[src/rtl/sbf_pkg.sv]
package sbf_pkg;

   // width of a counter that must hold values 0 .. sps/len + 1
   function automatic int cnt_w(input int sps, input int len);
      return $clog2(sps / len + 2);
   endfunction

   typedef struct packed {
      logic sop;
      logic eop;
      logic sync;
   } sbf_strobe_t;

endpackage

[src/rtl/sbf_word_ctr.sv]
module sbf_word_ctr #(
   parameter int BLOCK_LEN = 16
) (
   input  logic clk,
   input  logic rst_n,
   input  logic clr,
   input  logic adv,
   output logic first_word,
   output logic last_word
);
   localparam int WW = $clog2(BLOCK_LEN);
   localparam logic [WW-1:0] LAST_V = WW'(BLOCK_LEN - 1);

   logic [WW-1:0] pos_q;

   assign first_word = (pos_q == '0);
   assign last_word  = (pos_q == LAST_V);

   always_ff @(posedge clk or negedge rst_n) begin
      if (!rst_n)        pos_q <= '0;
      else if (clr)      pos_q <= '0;
      else if (adv)      pos_q <= last_word ? '0 : pos_q + 1'b1;
   end

   // position never leaves the block
   p_pos_range_r3: assert property (@(posedge clk) disable iff (!rst_n)
      pos_q <= LAST_V);

   // a clear puts the next sample at the block head
   p_clr_head_r8: assert property (@(posedge clk) disable iff (!rst_n)
      clr |=> first_word);
endmodule

[src/rtl/sbf_bsn_ctr.sv]
module sbf_bsn_ctr #(
   parameter int BSN_W = 48
) (
   input  logic             clk,
   input  logic             rst_n,
   input  logic             load,
   input  logic [BSN_W-1:0] load_val,
   input  logic             inc,
   output logic [BSN_W-1:0] bsn
);
   logic [BSN_W-1:0] bsn_q;

   assign bsn = bsn_q;

   always_ff @(posedge clk or negedge rst_n) begin
      if (!rst_n)     bsn_q <= '0;
      else if (load)  bsn_q <= load_val;
      else if (inc)   bsn_q <= bsn_q + 1'b1;
   end

   // without an increment request the stamp is frozen
   p_bsn_hold_r4: assert property (@(posedge clk) disable iff (!rst_n)
      (!load && !inc) |=> $stable(bsn_q));
endmodule

[src/rtl/sbf_interval_sched.sv]
module sbf_interval_sched #(
   parameter int SAMPLES_PER_SEC = 2008,
   parameter int BLOCK_LEN       = 16
) (
   input  logic                                               clk,
   input  logic                                               rst_n,
   input  logic                                               clr,
   input  logic                                               blk_start,
   output logic                                               sync,
   output logic [sbf_pkg::cnt_w(SAMPLES_PER_SEC,BLOCK_LEN)-1:0] blocks
);
   localparam int BASE_N = SAMPLES_PER_SEC / BLOCK_LEN;
   localparam int FRAC_R = SAMPLES_PER_SEC % BLOCK_LEN;
   localparam int BW     = sbf_pkg::cnt_w(SAMPLES_PER_SEC, BLOCK_LEN);
   localparam logic [BW-1:0] BASE_V = BW'(BASE_N);

   logic [BW-1:0] left_q;
   logic [BW-1:0] blocks_q;
   logic          extra;

   assign sync   = blk_start && (left_q == '0);
   assign blocks = blocks_q;

   generate
      if (FRAC_R == 0) begin : g_exact
         assign extra = 1'b0;
      end else begin : g_frac
         localparam int CW = $clog2(BLOCK_LEN) + 1;
         localparam logic [CW-1:0] R_V = CW'(FRAC_R);
         localparam logic [CW-1:0] L_V = CW'(BLOCK_LEN);
         // overshoot of the current sync block past its second boundary
         logic [CW-1:0] over_q;

         assign extra = (R_V > over_q);

         always_ff @(posedge clk or negedge rst_n) begin
            if (!rst_n)     over_q <= '0;
            else if (clr)   over_q <= '0;
            else if (sync)  over_q <= extra ? over_q + L_V - R_V : over_q - R_V;
         end

         // overshoot stays below one block
         p_over_bound_r6: assert property (@(posedge clk) disable iff (!rst_n)
            over_q < L_V);
      end
   endgenerate

   always_ff @(posedge clk or negedge rst_n) begin
      if (!rst_n) begin
         left_q   <= '0;
         blocks_q <= '0;
      end else if (clr) begin
         left_q   <= '0;
         blocks_q <= '0;
      end else if (sync) begin
         left_q   <= BASE_V - 1'b1 + BW'(extra);
         blocks_q <= BASE_V + BW'(extra);
      end else if (blk_start) begin
         left_q   <= left_q - 1'b1;
      end
   end

   // a reported length is base or base plus one
   p_len_range_r6: assert property (@(posedge clk) disable iff (!rst_n)
      (blocks_q != '0) |-> (blocks_q == BASE_V || blocks_q == BASE_V + 1'b1));

   // each non-sync block counts down the remaining blocks
   p_countdown_r5: assert property (@(posedge clk) disable iff (!rst_n)
      (blk_start && !sync && !clr) |=> left_q == $past(left_q) - 1'b1);
endmodule

[src/rtl/sec_block_framer.sv]
module sec_block_framer
   import sbf_pkg::*;
#(
   parameter int SAMPLES_PER_SEC = 2008,
   parameter int BLOCK_LEN       = 16,
   parameter int BSN_W           = 48
) (
   input  logic                                          clk,
   input  logic                                          rst_n,
   input  logic                                          start,
   input  logic [BSN_W-1:0]                              start_bsn,
   input  logic                                          in_valid,
   output logic                                          out_sop,
   output logic                                          out_eop,
   output logic                                          out_sync,
   output logic [BSN_W-1:0]                              out_bsn,
   output logic [cnt_w(SAMPLES_PER_SEC,BLOCK_LEN)-1:0]   out_blocks
);
   generate
      if (BLOCK_LEN < 2) begin : g_bad_len
         $error("BLOCK_LEN must be at least 2");
      end
      if (SAMPLES_PER_SEC < 2 * BLOCK_LEN) begin : g_bad_sps
         $error("SAMPLES_PER_SEC must cover at least two blocks");
      end
      if (BSN_W < 2) begin : g_bad_bsn
         $error("BSN_W must be at least 2");
      end
   endgenerate

   logic        armed_q;
   logic        eff_valid;
   logic        first_word, last_word;
   logic        sync_w;
   sbf_strobe_t strb;

   always_ff @(posedge clk or negedge rst_n) begin
      if (!rst_n)     armed_q <= 1'b0;
      else if (start) armed_q <= 1'b1;
   end

   assign eff_valid = in_valid && armed_q && !start;

   sbf_word_ctr #(.BLOCK_LEN(BLOCK_LEN)) u_word (
      .clk(clk), .rst_n(rst_n), .clr(start), .adv(eff_valid),
      .first_word(first_word), .last_word(last_word));

   sbf_interval_sched #(.SAMPLES_PER_SEC(SAMPLES_PER_SEC), .BLOCK_LEN(BLOCK_LEN)) u_sched (
      .clk(clk), .rst_n(rst_n), .clr(start),
      .blk_start(eff_valid && first_word),
      .sync(sync_w), .blocks(out_blocks));

   always_comb begin
      strb.sop  = eff_valid && first_word;
      strb.eop  = eff_valid && last_word;
      strb.sync = sync_w;
   end

   sbf_bsn_ctr #(.BSN_W(BSN_W)) u_bsn (
      .clk(clk), .rst_n(rst_n), .load(start), .load_val(start_bsn),
      .inc(strb.eop), .bsn(out_bsn));

   assign out_sop  = strb.sop;
   assign out_eop  = strb.eop;
   assign out_sync = strb.sync;

   // sync only ever rides on a block head
   p_sync_on_sop_r5: assert property (@(posedge clk) disable iff (!rst_n)
      out_sync |-> out_sop);

   // nothing is framed before the first start
   p_idle_unarmed_r1: assert property (@(posedge clk) disable iff (!rst_n)
      !armed_q |-> !(out_sop || out_eop || out_sync));

   // each block end steps the stamp by one
   p_bsn_step_r4: assert property (@(posedge clk) disable iff (!rst_n)
      (out_eop && !start) |=> out_bsn == $past(out_bsn) + 1'b1);

   // start loads the first timestamp
   p_start_load_r2: assert property (@(posedge clk) disable iff (!rst_n)
      start |=> out_bsn == $past(start_bsn));

   // two block ends can never be adjacent
   p_no_double_eop_r3: assert property (@(posedge clk) disable iff (!rst_n)
      out_eop |=> !out_eop);
endmodule

[config.mk]
export PLATFORM = sky130hd
export DESIGN_NAME = sec_block_framer
export DESIGN_NICKNAME = d
export VERILOG_FILES = /design/src/rtl/sbf_pkg.sv /design/src/rtl/sbf_word_ctr.sv /design/src/rtl/sbf_bsn_ctr.sv /design/src/rtl/sbf_interval_sched.sv /design/src/rtl/sec_block_framer.sv
export SDC_FILE = /design/constraint.sdc
export NUM_CORES = 1
export LEC_CHECK = 0
export CORE_MARGIN = 3
export CORE_UTILIZATION = 44
export DETAILED_ROUTE_END_ITERATION = 8
export PLACE_DENSITY = 0.78
export SYNTH_ARGS = -nofsm -noshare
export SYNTH_HDL_FRONTEND = slang
export SYNTH_SLANG_ARGS = --single-unit
[constraint.sdc]
create_clock -name clk -period 2.1 [get_ports clk]
set_input_delay 0.42 -clock clk [delete_from_list [all_inputs] [get_ports clk]]
set_output_delay 0.42 -clock clk [all_outputs]
set_load 0.05 [all_outputs]
==> results of run 1 <==
-- cell families after synthesis --
| family | count (synthesis) | share of synthesized area |
|---|---|---|
| AND/OR/NAND/NOR | 207 | 0.309 |
| AO/OA/AOI/OAI | 89 | 0.151 |
| flip-flops | 65 | 0.420 |
| buffers and inverters | 34 | 0.0423 |
| XOR/XNOR | 21 | 0.0475 |
| multiplexers | 5 | 0.0142 |
| adder cells (fa/ha/maj) | 5 | 0.0161 |
-- synthesized netlist by cell type (8+ instances only) --
library cell	n
a31oi_1	15
o211ai_1	11
o21ai_0	22
nor3_1	11
a21oi_1	11
nand2_1	52
and3_1	10
dfrtp_1	65
clkbuf_1	13
nand3_1	27
o31ai_1	9
inv_1	10
and4_1	9
or4_1	11
nand4_1	24
xor2_1	15
nor2_1	26
or3_1	8
-- layout by cell type (no fill, tap or decap), types with 15 or more instances in the layout --
cell type	instances
xor2_1	15
clkdlybuf4s50_1	83
buf_4	58
nand4_1	24
o21ai_0	21
nand3_1	27
dlymetal6s2s_1	15
nor2_1	26
dfrtp_2	19
a31oi_1	15
dfrtp_1	46
nand2_1	52
-- metal layers --
layer  vias to the layer above  track usage
li1                       1910            -
met1                      1943        0.331
met2                       165        0.375
met3                        26       0.0493
met4                         0       0.0914
met5                         -            0
-- power by group through the flow --
stage / Clock (uW) / Combinational (uW) / Sequential (uW)
floorplan: 0 / 423 / 1840
global placement: 0 / 1220 / 1520
detailed placement: 0 / 1240 / 1530
CTS: 943 / 1250 / 1500
global route: 997 / 1350 / 1530
finish: 926 / 1260 / 1510
-- cell type report --
| cell class | instances | area, sq um | area share |
|---|---|---|---|
| multi-input cells | 327 | 2140 | 0.376 |
| repair buffers | 165 | 1560 | 0.274 |
| well taps | 105 | 131 | 0.0231 |
| clock inverters | 4 | 20.0 | 0.00351 |
| inverters | 11 | 47.5 | 0.00835 |
| flip-flops and latches | 65 | 1650 | 0.290 |
| clock buffers | 12 | 145 | 0.0255 |
-- flip-flops by register name (all words and copies together) (netlist names) --
signal and count:
armed_q 1, u_bsn.bsn 48, u_word.pos_q 4, u_sched.g_frac.over_q 2, u_sched.blocks 3, u_sched.left_q 7
-- per-stage QoR --
step	instance area, sq um	setup WS [ps]
2_1_floorplan	3910	-201
3_3_place_gp	5410	-244
3_5_place_dp	5410	-342
4_1_cts	5580	-484
5_1_grt	5700	-541
6_report	5700	-461
-- worst reg2reg max path, cell delays in order (launching register included) --
cell     delay, ps
dfrtp_2        410
ha_4           150
nand4_1        200
nor4_4         350
buf_4          170
nand3_4        100
or4_1          480
a31oi_1        180
-- repair_timing --
| item | 4_1_cts | 5_1_grt |
|---|---|---|
| buffers inserted | 0 | 4 |
| endpoints found under the setup margin | 5 | 39 |
| pin swaps | 0 | 15 |
| endpoints found under the hold margin | 0 | 0 |
| gates cloned | 0 | 0 |
| gates resized for setup | 4 | 32 |
-- final timing paths --
check / from / end / slack (ps)
max: u_sched.left_q[2]$_DFFE_PN0P_ / out_sync / -460
min reg2reg: u_sched.left_q[6]$_DFFE_PN0P_ / u_sched.left_q[6]$_DFFE_PN0P_ / 520
max reg2reg: u_bsn.bsn[0]$_DFFE_PN0P_ / u_bsn.bsn[42]$_DFFE_PN0P_ / -10
min: rst_n / u_bsn.bsn[37]$_DFFE_PN0P_ / 80
max in group asynchronous: rst_n / u_bsn.bsn[5]$_DFFE_PN0P_ / 1690
min in group clk: start / u_bsn.bsn[23]$_DFFE_PN0P_ / 400
==> flow_summary.json, run 1 <==
{
  "yosysTopAreaCell": "dfrtp_1",
  "route.met3.wl_um": 880,
  "switching_power_uw": 1360,
  "wl_um": 11700,
  "num_rows": 33,
  "grt_overflow": 0,
  "setup-tns-final_ps": -660,
  "fin_ws_ps": -461,
  "clock_sinks": 65,
  "hpwlAfterDp_um": 8580,
  "drive_above_1_share": 0.217,
  "grt_max_degree": 66,
  "r2r_cells": 7,
  "slowest_delay_ps": 540,
  "finalCritPeriodShare": 1.22,
  "synth_edf_count": 0,
  "path_max_fanout": 5,
  "grt_pass1_wl_um": 19500,
  "tightestPinTransition_ps": 567,
  "antenna_found_initial": 0,
  "clock-root-buffer": "clkbuf_8",
  "synth_ff_type": "dfrtp_1",
  "grt.total_usage": 0.241,
  "final_core_util": 0.680,
  "dp.cells": 669,
  "portBuffers": 109,
  "fill_cells": 682,
  "wl_met1_um": 5120,
  "routed.top_layer": "met4",
  "path_cells": "or4_4 > or3b_4 > or2_4 > clkinvlp_4 > buf_12",
  "coreArea_sq_mm": 0.00838,
  "initial_utilization": 0.462,
  "end_kind": "output pin",
  "syn_avg_cell_area_sq_um": 9.10,
  "syn_to_final_growth_pct": 47.0,
  "drt_iter0_markers": 241,
  "num_io_pins": 110,
  "n_antenna_cell": 0,
  "ys_ff_latch": 65,
  "ir_drop_uv": 356,
  "place_congestion": 0.887,
  "htreeDepth": 3,
  "dr_wl_met2_um": 5370,
  "pwr_density_cell_mw_per_mm2": 648,
  "syn-instance-count": 426,
  "holdBufCountCts": 0,
  "stdcell_count": 689,
  "cp_num_cells": 5,
  "die_h_um": 99.8,
  "vias_per_cell": 5.87,
  "fmax_mhz": 390,
  "syn_area_sq_mm": 0.00387,
  "arrival_ps": 2140,
  "worstSetupPathType": "reg2out",
  "rsz0062_at_grt": "yes",
  "hp-class": "in2async",
  "power.internal_uw": 2330,
  "hold_slack_ps": 81.9,
  "failed_checks": "setup timing",
  "ys_warn_count": 0,
  "crit_family": "simple AND/OR/NAND/NOR gates",
  "pwr-share-seq": 0.409,
  "cap_violations": 0,
  "crit_slowest_cell": "or4_4",
  "layout.nets": 636,
  "vias": 4044,
  "setup_violations": 3,
  "syn_nets": 483,
  "status": "finished, violations left",
  "clock_latency_ps": 340,
  "clockBufferDepth": 2,
  "path_buf_inv": 2,
  "chipWidth_um": 99.8,
  "cts_made_buffers": 9,
  "clk_pin_slew_worst_paths_ps": 80,
  "swShare": 0.369,
  "leakagePower_uw": 0.00240,
  "synth_cell_types": 55,
  "synth_top_area_frac": 0.420,
  "fin_worst_skew_ps": 14.2,
  "power.clock.fraction": 0.251,
  "pwr-share-comb": 0.341,
  "required_ps": 1680,
  "dieArea_sq_mm": 0.00997,
  "ys_async_sr_fraction": 1.00,
  "ant_nets": 0,
  "first_pass_iters": 5,
  "cts_tree": "built",
  "synth_area_leaders": "dfrtp_1 42%, nand2_1 5.0%, nand4_1 3.9%",
  "crit_path_start_kind": "flop",
  "grt_pass1_vias": 3969,
  "wl_per_cell_um": 16.9,
  "finalCriticalPeriod_ps": 2560,
  "hold_viol": 0,
  "ys_seq_area_frac": 0.420,
  "power_uw": 3690,
  "drv_slew": 0,
  "slew_headroom": 0.622,
  "drcViolationCount": 0
}
(Power assumes the default switching activity.)
==> run 2: changes to the inputs <==
- SKIP_CTS_REPAIR_TIMING: not set -> 1
==> flow_summary.json, run 2 (synthesized netlist as in run 1, its figures left out) <==
{
  "final_cell_mix": "83 x clkdlybuf4s50_1, 58 x buf_4, 52 x nand2_1",
  "fin_worst_skew_ps": 14.6,
  "cap_violations": 0,
  "dieArea_sq_mm": 0.00997,
  "coreArea_sq_mm": 0.00838,
  "place_congestion": 0.887,
  "finalCritPeriodShare": 1.22,
  "arrival_ps": 2140,
  "wl_per_cell_um": 16.9,
  "pre_cts_ws_ps": -342,
  "dp.cells": 669,
  "drive_above_1_share": 0.217,
  "grt.total_usage": 0.241,
  "setup_violations": 3,
  "end_kind": "output pin",
  "finalCriticalPeriod_ps": 2560,
  "setup-tns-final_ps": -666,
  "fmax_mhz": 390,
  "path_max_fanout": 5,
  "cts_made_buffers": 9,
  "drv_slew": 0,
  "clock_sinks": 65,
  "stdcell_count": 689,
  "num_rows": 33,
  "grt_overflow": 0,
  "worstSetupPathType": "reg2out",
  "ant_nets": 0,
  "chipWidth_um": 99.8,
  "vias_per_cell": 5.86,
  "layout_commonest_cell": "clkdlybuf4s50_1",
  "worstReg2RegStart": "u_bsn.bsn[0]$_DFFE_PN0P_",
  "clockBufferDepth": 2,
  "slew_headroom": 0.620,
  "ir_drop_uv": 356,
  "clock-root-buffer": "clkbuf_8",
  "grt_max_degree": 66,
  "syn_to_final_growth_pct": 47.3,
  "fin_ws_ps": -461,
  "fill_cells": 679,
  "antenna_found_initial": 0,
  "clock_latency_ps": 340,
  "n_antenna_cell": 0,
  "status": "finished, violations left",
  "grt_pass1_vias": 3971,
  "required_ps": 1680,
  "failed_checks": "setup timing",
  "portBuffers": 109,
  "power_uw": 3690,
  "layout.nets": 636,
  "leakagePower_uw": 0.00243,
  "hpwlAfterDp_um": 8580,
  "hold_viol": 0,
  "num_io_pins": 110,
  "hp-class": "in2async",
  "final_core_util": 0.681,
  "rsz0062_at_grt": "yes",
  "crit_start": "u_sched.left_q[2]$_DFFE_PN0P_",
  "cts_tree": "built",
  "drt_iter0_markers": 246,
  "wl_um": 11600,
  "largest_register_ffs": 48,
  "vias": 4037,
  "clk_pin_slew_worst_paths_ps": 80,
  "crit_path_start_kind": "flop",
  "htreeDepth": 3,
  "first_pass_iters": 5,
  "die_h_um": 99.8,
  "tightestPinTransition_ps": 571,
  "pwr_density_cell_mw_per_mm2": 647,
  "grt_pass1_wl_um": 19500,
  "initial_utilization": 0.462,
  "drcViolationCount": 0
}
## run 2: cell types whose count changed in the layout (fill, tap and decap cells not counted), sizes merged
cell | previous run | this run
dlygate4sd2 | 3 | 0
dlymetal6s2s | 15 | 18
## run 2: metrics by stage
step	cell area (sq um)	hold slack (ps)
after global routing	5710	107
after detailed placement	5410	463
after global placement	5410	465
final	5710	81.9
after CTS	5580	94.5
after floorplan	3910	124
## run 2: final cells by class
class	count	area [sq um]	share of cell area
Multi-Input combinational cell	327	2140	0.375
Tap cell	105	131	0.0230
Clock buffer	12	145	0.0254
Inverter	11	47.5	0.00833
Clock inverter	4	20.0	0.00351
Timing Repair Buffer	165	1570	0.276
Sequential cell	65	1650	0.289
## run 2: metal layers
layer | global-route usage | up-vias | routed length (um)
li1 | - | 1909 | -
met1 | 0.331 | 1950 | 5130
met2 | 0.375 | 154 | 5400
met3 | 0.0493 | 24 | 846
met4 | 0.0914 | 0 | 263
met5 | 0 | - | 0
## run 2: path summary, 6_finish.rpt
check / to / slack, ps / cells past startpoint
worst max register to register: u_bsn.bsn[42]$_DFFE_PN0P_ / -20 / 7
worst max-delay path: out_sync / -460 / 5
max in group asynchronous: u_bsn.bsn[5]$_DFFE_PN0P_ / 1690 / 2
worst min-delay path: u_bsn.bsn[37]$_DFFE_PN0P_ / 80 / 2
worst min register to register: u_sched.left_q[6]$_DFFE_PN0P_ / 520 / 1
min in group clk: u_bsn.bsn[23]$_DFFE_PN0P_ / 400 / 3
## run 2: power breakdown
part / switching, uW / internal, uW / total [uW]
clock: 472 / 454 / 926
combinational: 754 / 506 / 1260
sequential: 136 / 1370 / 1510
total: 1360 / 2330 / 3690
## run 2: critical path, cell delays in order (launching register included)
cell	delay (ps)
dfrtp_1	390
or4_4	540
or3b_4	390
or2_4	270
clkinvlp_4	100
buf_12	130
